<file path="config.mk">
export PLATFORM = sky130hd
export DESIGN_NAME = dual_strobe_counter
export DESIGN_NICKNAME = d
export VERILOG_FILES = /design/src/rtl/dsc_pkg.sv /design/src/rtl/dsc_strobe_sync.sv /design/src/rtl/dsc_count_core.sv /design/src/rtl/dsc_cascade.sv /design/src/rtl/dual_strobe_counter.sv
export SDC_FILE = /design/constraint.sdc
export NUM_CORES = 1
export LEC_CHECK = 0
export ABC_AREA = 1
export BUFFER_PORTS_ARGS = -buffer_cell sky130_fd_sc_hd__buf_2
export CAP_MARGIN = 20
export CORE_MARGIN = 2
export CORE_UTILIZATION = 31
export DETAILED_ROUTE_END_ITERATION = 10
export PLACE_DENSITY_LB_ADDON = 0.1
export SYNTH_ARGS = -nofsm -noshare
export SYNTH_HDL_FRONTEND = slang
export SYNTH_SLANG_ARGS = --single-unit
</file>
<file path="constraint.sdc">
create_clock -name clk -period 2.05 [get_ports clk]
set_input_delay 0.3075 -clock clk [delete_from_list [all_inputs] [get_ports clk]]
set_output_delay 0.3075 -clock clk [all_outputs]
set_load 0.005 [all_outputs]
</file>
<file path="src/rtl/dsc_pkg.sv">
package dsc_pkg;
  typedef enum logic [1:0] {
    ACT_HOLD = 2'd0,
    ACT_INC  = 2'd1,
    ACT_DEC  = 2'd2
  } act_e;
endpackage

</file>
<file path="src/rtl/dsc_strobe_sync.sv">
// Synchronizer chain plus rising-edge detector for one idle-high strobe.
module dsc_strobe_sync #(
  parameter int STAGES = 2
) (
  input  logic clk,
  input  logic rst,
  input  logic strb_in,
  output logic lvl,
  output logic rise
);
  logic [STAGES-1:0] sr;
  logic              prev;

  always_ff @(posedge clk) begin
    if (rst) sr[0] <= 1'b1;
    else     sr[0] <= strb_in;
  end

  for (genvar i = 1; i < STAGES; i++) begin : g_stage
    always_ff @(posedge clk) begin
      if (rst) sr[i] <= 1'b1;
      else     sr[i] <= sr[i-1];
    end
  end

  always_ff @(posedge clk) begin
    if (rst) prev <= 1'b1;
    else     prev <= sr[STAGES-1];
  end

  assign lvl  = sr[STAGES-1];
  assign rise = sr[STAGES-1] & ~prev;
endmodule

</file>
<file path="src/rtl/dsc_count_core.sv">
// Count register: clear beats preset, preset beats counting.
module dsc_count_core
  import dsc_pkg::*;
#(
  parameter int WIDTH = 4
) (
  input  logic             clk,
  input  logic             rst,
  input  logic             clr,
  input  logic             preset_n,
  input  logic [WIDTH-1:0] din,
  input  logic             up_lvl,
  input  logic             up_rise,
  input  logic             dn_lvl,
  input  logic             dn_rise,
  output logic [WIDTH-1:0] q
);
  act_e act;

  // A step needs the idle strobe high; simultaneous edges cancel.
  always_comb begin
    act = ACT_HOLD;
    if (up_rise && dn_lvl && !dn_rise)      act = ACT_INC;
    else if (dn_rise && up_lvl && !up_rise) act = ACT_DEC;
  end

  always_ff @(posedge clk) begin
    if (rst || clr)     q <= '0;
    else if (!preset_n) q <= din;
    else begin
      unique case (act)
        ACT_INC: q <= q + 1'b1;
        ACT_DEC: q <= q - 1'b1;
        default: q <= q;
      endcase
    end
  end
endmodule

</file>
<file path="src/rtl/dsc_cascade.sv">
// Combinational active-low cascade pulses gated by the raw strobe levels.
module dsc_cascade #(
  parameter int WIDTH = 4
) (
  input  logic [WIDTH-1:0] q,
  input  logic             up_strb,
  input  logic             dn_strb,
  output logic             carry_n,
  output logic             borrow_n
);
  localparam logic [WIDTH-1:0] TOP = '1;
  assign carry_n  = ~((q == TOP) & ~up_strb);
  assign borrow_n = ~((q == '0)  & ~dn_strb);
endmodule

</file>
<file path="src/rtl/dual_strobe_counter.sv">
module dual_strobe_counter #(
  parameter int WIDTH       = 4,
  parameter int SYNC_STAGES = 2
) (
  input  logic             clk,
  input  logic             rst,
  input  logic             clr,
  input  logic             preset_n,
  input  logic [WIDTH-1:0] din,
  input  logic             up_strb,
  input  logic             dn_strb,
  output logic [WIDTH-1:0] count,
  output logic             carry_n,
  output logic             borrow_n
);
  logic up_lvl, up_rise, dn_lvl, dn_rise;

  dsc_strobe_sync #(.STAGES(SYNC_STAGES)) u_up_sync (
    .clk(clk), .rst(rst), .strb_in(up_strb), .lvl(up_lvl), .rise(up_rise)
  );

  dsc_strobe_sync #(.STAGES(SYNC_STAGES)) u_dn_sync (
    .clk(clk), .rst(rst), .strb_in(dn_strb), .lvl(dn_lvl), .rise(dn_rise)
  );

  dsc_count_core #(.WIDTH(WIDTH)) u_core (
    .clk(clk), .rst(rst), .clr(clr), .preset_n(preset_n), .din(din),
    .up_lvl(up_lvl), .up_rise(up_rise), .dn_lvl(dn_lvl), .dn_rise(dn_rise),
    .q(count)
  );

  dsc_cascade #(.WIDTH(WIDTH)) u_casc (
    .q(count), .up_strb(up_strb), .dn_strb(dn_strb),
    .carry_n(carry_n), .borrow_n(borrow_n)
  );
endmodule

</file>
==> impl_metrics.tcl, run 1 <==
set metrics [dict create \
    synth_cells 71 \
    crit_required_ps 2260 \
    globalRouteOverflowTotal 0 \
    floorplan.initialDensity_pct 32.4 \
    detail_route.wirelength_um 1140 \
    clock_transition_time_at_the_flip_flop_clock_pins_of_the_worst_setup_and_hold_paths_ps 70 \
    fmax_mhz 652 \
    crit-reg2reg-capture "u_core.q[3]" \
    syn_to_final_growth_pct 24.2 \
    hold_viol 0 \
    setup.worst_path.end_class "flip-flop" \
    hold_class "input pin to flip-flop" \
    detail_route.drc_violations 0 \
    crit_arrival_ps 1740 \
    cts_buffers 3 \
    dr_wl_met3_um 37 \
    max_cap_viol_count 0 \
    sequential_share_of_power_pct 46.2 \
    setup.worst_path.class "flip-flop to flip-flop" \
    final_common_cell "sky130_fd_sc_hd__buf_2" \
    routed-wl-met2_um 546 \
    io_buffers 15 \
    dpl-instance-area_um2 644 \
    wire_per_inst_um 10.6 \
    design.portCount 16 \
    dp_slack_ps 528 \
    ys_seq_area_share_pct 36.5 \
    route.detailed.vias_per_inst 4.63 \
    postCtsHoldBufs 0 \
    final_weighted_congestion_in_routability_driven_placement 0.744 \
    ant_nets 0 \
    run_status "finished, final reports clean" \
    antennaDiodeCount 0 \
    worstRegToRegCells 12 \
    clkLatencyLatePin_ps 270 \
    timing.hold.ws_ps 244 \
    max-vdd-ir-drop_mv 0.287 \
    slew_violations 0 \
    dp_hpwl_um 904 \
    root_buffer "sky130_fd_sc_hd__clkbuf_4" \
    p_leak_nw 0.334 \
    power.share.switching_pct 25.3 \
    pwr_cell_area_mw_per_mm2 666 \
    layout_setup_ws_ps 515 \
    switching_power_uw 115 \
    max-clock-path-buffers 2 \
    r2r_start "u_up_sync.prev" \
    internal-power_uw 338 \
    number_of_vias_after_detailed_routing 495 \
    routedLengthMet1_um 533 \
    skew_final_ps 2.17 \
    die_h_um 46.0 \
    die_x_um 46.0 \
    slew_headroom_pct 78.8 \
    grt_util_all_layers_pct 13.0 \
    detail_route.first_pass.iterations 4 \
    timing.setup.tns_ps 0 \
    end_point_of_the_critical_path "u_core.q[3]" \
    wire_length_of_the_first_global_routing_pass_um 1810 \
    final_nets 104 \
    critPathMaxFanout 5 \
    core_footprint_mm2 0.00169 \
    filler_cell_count 186 \
    first_global_vias 430 \
    htree_levels 1 \
    clockPowerShare_pct 40.1 \
    num_rows 15 \
    cts_setup_buffers 0 \
    final_cell_mix "15 x sky130_fd_sc_hd__buf_2, 10 x sky130_fd_sc_hd__nand2_1, 10 x sky130_fd_sc_hd__nand3_1, 10 x sky130_fd_sc_hd__dfxtp_1, 8 x sky130_fd_sc_hd__inv_1" \
    report.final.setup_viol 0 \
    total_nets_after_synthesis 84 \
    reg2reg_setup_slack_ps 520 \
    dr.first_iter.drc_count 7 \
    final_layout_size_suffix_gt1_share_pct 37.8 \
    fin_util_pct 40.3 \
    grt_antenna_before_repair 0 \
    synthesis.area_um2 548 \
    maxUsedRoutingLayer "met4" \
    min_period_over_period_pct 74.9 \
    timing.final.crit_period_ps 1530 \
    combinationalPowerShare_pct 13.7 \
    postSynthRegisterBits 10 \
    tightestPinTransition_ps 316 \
    numClockSinks 10 \
    cp-startpoint "u_up_sync.prev" \
    grt_max_degree 8 \
    finish.instance_area_um2 681 \
    setup_repair_after_global_routing_missed_its_margin "false" \
    count_of_distinct_cell_types_in_the_synthesized_netlist 20 \
    cts_tree "done" \
    postSynthAreaPerCell_um2 7.72 \
    post_cts.resized_instances 0 \
    critical_path.startpoint_type "flip-flop" \
    synth-warning-count 0 \
    die-area_mm2 0.00212 \
]
## cells by family after synthesis
group	count (synthesis)	share of synthesized area (%)
buf+inv	13	8.90
compound gates	11	11.4
simple gates	33	33.3
flops	10	36.5
fa+ha+maj	3	8.22
xor+xnor	1	1.60
## synth_stat cells
master	count	area share (%)
sky130_fd_sc_hd__inv_2	4	2.7
sky130_fd_sc_hd__a21oi_1	3	2.7
sky130_fd_sc_hd__fa_1	1	3.7
sky130_fd_sc_hd__a21oi_2	1	1.6
sky130_fd_sc_hd__ha_1	2	4.6
sky130_fd_sc_hd__nor2_1	2	1.4
sky130_fd_sc_hd__nor3_1	2	1.8
sky130_fd_sc_hd__o21ai_2	1	1.6
sky130_fd_sc_hd__nand3_1	10	9.1
sky130_fd_sc_hd__or2_2	6	6.9
sky130_fd_sc_hd__inv_1	8	5.5
sky130_fd_sc_hd__o21ai_0	2	1.8
sky130_fd_sc_hd__dfxtp_1	10	37
sky130_fd_sc_hd__xor2_1	1	1.6
sky130_fd_sc_hd__clkinv_1	1	0.68
sky130_fd_sc_hd__nor2_4	1	2.1
sky130_fd_sc_hd__nand2_1	10	6.9
sky130_fd_sc_hd__o21ai_1	4	3.7
sky130_fd_sc_hd__nand2_4	1	2.1
sky130_fd_sc_hd__nand3_4	1	3.2
## per-stage QoR
step | cells | power (mW)
after CTS | 107 | 0.463
after floorplan | 71 | 0.251
after global routing | 107 | 0.480
final | 107 | 0.453
after detailed placement | 103 | 0.276
after global placement | 103 | 0.277
## power by group through the flow
| stage | clock network [mW] | registers (mW) | logic, mW |
|---|---|---|---|
| floorplan | 0 | 0.213 | 0.0384 |
| global placement | 0 | 0.214 | 0.0631 |
| detailed placement | 0 | 0.214 | 0.0624 |
| CTS | 0.190 | 0.209 | 0.0633 |
| global route | 0.199 | 0.210 | 0.0705 |
| finish | 0.182 | 0.209 | 0.0622 |
## cell type report
class / instances / area, µm² / share of cell area [%]
tap: 17 / 21.3 / 3.12
timing repair buffer: 15 / 75.1 / 11.0
clock buffer: 4 / 36.3 / 5.33
sequential: 10 / 200 / 29.4
inverter: 13 / 48.8 / 7.17
multi-input combinational: 48 / 299 / 43.9
## worst min-delay path by stage
stage,startpoint,to,slack [ps],depth (start not counted)
floorplan,u_dn_sync.sr[0],u_dn_sync.lvl,390,1
finish,up_strb,u_up_sync.sr[0],240,2
global route,up_strb,u_up_sync.sr[0],230,2
detailed placement,u_up_sync.sr[0],u_up_sync.lvl,400,1
CTS,up_strb,u_up_sync.sr[0],240,2
global placement,u_up_sync.sr[0],u_up_sync.lvl,390,1
## flip-flops by register name (all words and copies together), names as in the netlist
name,flops
u_dn_sync.sr,1
u_dn_sync.prev,1
u_up_sync.lvl,1
u_core.q,4
u_up_sync.prev,1
u_up_sync.sr,1
u_dn_sync.lvl,1
## critical path, cell delays in order, from the launching register on
cell,delay (ps)
sky130_fd_sc_hd__dfxtp_1,320
sky130_fd_sc_hd__inv_2,50
sky130_fd_sc_hd__nor2_4,120
sky130_fd_sc_hd__nand2_4,90
sky130_fd_sc_hd__inv_1,90
sky130_fd_sc_hd__ha_1,260
sky130_fd_sc_hd__nand2_1,90
sky130_fd_sc_hd__nand2_1,50
sky130_fd_sc_hd__nor2_1,100
sky130_fd_sc_hd__nand3_1,80
sky130_fd_sc_hd__nand3_1,70
sky130_fd_sc_hd__nand2_1,60
sky130_fd_sc_hd__a21oi_2,100
## layer usage
metal | track usage [%] | vias to the layer above
met5 | 0 | -
met4 | 10.3 | 0
met3 | 3.57 | 2
met2 | 20.3 | 9
met1 | 14.7 | 217
li1 | - | 267
Note: power is estimated with default switching activity, not from simulation.
==> run 2, diff against run 1 <==
==> constraint.sdc (replaced) <==
create_clock -name clk -period 1.3 [get_ports clk]
set_input_delay 0.195 -clock clk [delete_from_list [all_inputs] [get_ports clk]]
set_output_delay 0.195 -clock clk [all_outputs]
set_load 0.005 [all_outputs]
==> run 2 against run 1 <==
The flow now finishes with violations (negative setup slack); wire length grew 8.6%; critical path depth down 5; non-clock buffer count increased by 14; die area stayed put; power increased by 68%; combinational power up 130%; register-to-register slack worse by 660 ps; via count is 12% higher; flip-flop and latch count did not move; worst hold slack got worse by 91 ps; highest routed layer unchanged.
==> impl_metrics.tcl, run 2 (synthesis gave the netlist of run 1 again) <==
set metrics [dict create \
    final_layout_size_suffix_gt1_share_pct 62.5 \
    worstRegToRegCells 7 \
    slew_violations 0 \
    crit_required_ps 1460 \
    grt_max_degree 8 \
    globalRouteOverflowTotal 0 \
    hold_viol 0 \
    max_flop_register "u_core.q" \
    root_buffer "sky130_fd_sc_hd__clkbuf_4" \
    pwr_cell_area_mw_per_mm2 881 \
    syn_to_final_growth_pct 57.3 \
    timing.final.crit_period_ps 1450 \
    end_point_of_the_critical_path "u_core.q[1]" \
    floorplan.initialDensity_pct 32.4 \
    min_period_over_period_pct 111 \
    die-area_mm2 0.00212 \
    timing.setup.tns_ps -413 \
    dr.first_iter.drc_count 3 \
    die_h_um 46.0 \
    grt_antenna_before_repair 0 \
    slew_headroom_pct 79.3 \
    cts_buffers 3 \
    wire_length_of_the_first_global_routing_pass_um 1990 \
    max_cap_viol_count 0 \
    layout_setup_ws_ps -149 \
    max-vdd-ir-drop_mv 0.577 \
    ant_nets 0 \
    final_nets 118 \
    final_cell_mix "15 x sky130_fd_sc_hd__buf_2, 13 x sky130_fd_sc_hd__buf_4, 9 x sky130_fd_sc_hd__nand3_1" \
    dpl-instance-area_um2 721 \
    htree_levels 1 \
    final_common_cell "sky130_fd_sc_hd__buf_2" \
    numClockSinks 10 \
    report.final.setup_viol 4 \
    core_footprint_mm2 0.00169 \
    number_of_vias_after_detailed_routing 553 \
    num_rows 15 \
    dp_hpwl_um 952 \
    detail_route.first_pass.iterations 4 \
    critPathMaxFanout 3 \
    hold_class "input pin to flip-flop" \
    violations "negative setup slack" \
    wire_per_inst_um 10.2 \
    clock_transition_time_at_the_flip_flop_clock_pins_of_the_worst_setup_and_hold_paths_ps 70 \
    critical_path.startpoint_type "flip-flop" \
    skew_final_ps 4.68 \
    crit-reg2reg-capture "u_core.q[1]" \
    r2r_start "u_up_sync.prev" \
    reg2reg_setup_slack_ps -150 \
    detail_route.drc_violations 0 \
    crit_arrival_ps 1600 \
    detail_route.wirelength_um 1230 \
    setup.worst_path.class "flip-flop to flip-flop" \
    finish.instance_area_um2 862 \
    antennaDiodeCount 0 \
    final_weighted_congestion_in_routability_driven_placement 0.779 \
    grt_util_all_layers_pct 13.3 \
    design.portCount 16 \
    p_leak_nw 0.420 \
    max-clock-path-buffers 2 \
    fmax_mhz 690 \
    tightestPinTransition_ps 309 \
    io_buffers 15 \
    first_global_vias 470 \
    run_status "finished, violations left" \
    die_x_um 46.0 \
    setup_repair_after_global_routing_missed_its_margin "true" \
    route.detailed.vias_per_inst 4.57 \
    setup.worst_path.end_class "flip-flop" \
    clkLatencyLatePin_ps 270 \
    cp-startpoint "u_up_sync.prev" \
    largest_reg_flops 4 \
    cts_tree "done" \
]
## run 2: cell count changes in the layout (fill, tap and decap cells not counted), moves of 2 or more
| cell | change |
|---|---|
| sky130_fd_sc_hd__inv_1 | -3 |
| sky130_fd_sc_hd__nor3_1 | -2 |
| sky130_fd_sc_hd__inv_2 | +2 |
| sky130_fd_sc_hd__ha_1 | -2 |
| sky130_fd_sc_hd__ha_4 | +2 |
| sky130_fd_sc_hd__dfxtp_1 | -4 |
| sky130_fd_sc_hd__nand2_1 | -2 |
| sky130_fd_sc_hd__dfxtp_2 | +4 |
| sky130_fd_sc_hd__buf_4 | +13 |
## run 2: repair_timing
| action | CTS | global route |
|---|---|---|
| pin swaps | 1 | 15 |
| setup endpoints to repair | 5 | 5 |
| setup buffers | 2 | 4 |
| hold endpoints to repair | 0 | 0 |
| hold buffers | 0 | 0 |
| gates resized for setup | 7 | 10 |
## run 2: layout make-up
cell class	instances	area, µm²
Tap cell	17	21.3
Sequential cell	10	205
Fill cell	171	827
Clock buffer	4	36.3
Timing Repair Buffer	29	184
Multi-Input combinational cell	48	364
Inverter	13	51.3
## run 2: where the power goes
| part | switching [mW] | internal, mW |
|---|---|---|
| clock | 0.116 | 0.170 |
| combinational | 0.0732 | 0.0728 |
| sequential | 0.00660 | 0.320 |
## run 2: layer usage
metal / track usage, % / part of all wire [%] / vias to the layer above / wire [µm]
li1: - / - / 296 / -
met1: 17.5 / 44 / 247 / 543
met2: 21.4 / 52 / 8 / 642
met3: 2.38 / 2.9 / 2 / 36
met4: 5.14 / 0.97 / 0 / 12
met5: 0 / 0 / - / 0
## run 2: per-stage QoR
step	utilization, %	worst slack, ps	cells	hold slack (ps)	total power, mW
2_1_floorplan	-	-91.1	71	299	0.399
5_1_grt	51.0	-234	121	151	0.805
3_3_place_gp	42.7	-134	111	391	0.457
4_1_cts	47.1	-110	117	144	0.755
6_report	51.0	-149	121	153	0.759
3_5_place_dp	42.7	-150	111	393	0.457
## run 2: worst min path at each step
stage	start	end	slack, ps	depth (start not counted)
detailed placement	u_dn_sync.sr[0]	u_dn_sync.lvl	390	1
floorplan	rst	u_up_sync.prev	300	1
global placement	u_up_sync.sr[0]	u_up_sync.lvl	390	1
finish	dn_strb	u_dn_sync.sr[0]	150	2
global route	dn_strb	u_dn_sync.sr[0]	150	2
CTS	dn_strb	u_dn_sync.sr[0]	140	2
## run 2: critical path: stages, from the launching register on
cell and delay [ps]:
sky130_fd_sc_hd__dfxtp_2 320, sky130_fd_sc_hd__inv_2 40, sky130_fd_sc_hd__nor2_4 120, sky130_fd_sc_hd__nand2_4 80
sky130_fd_sc_hd__fa_2 530, sky130_fd_sc_hd__o21ai_2 50, sky130_fd_sc_hd__o21ai_1 140, sky130_fd_sc_hd__a21oi_1 60
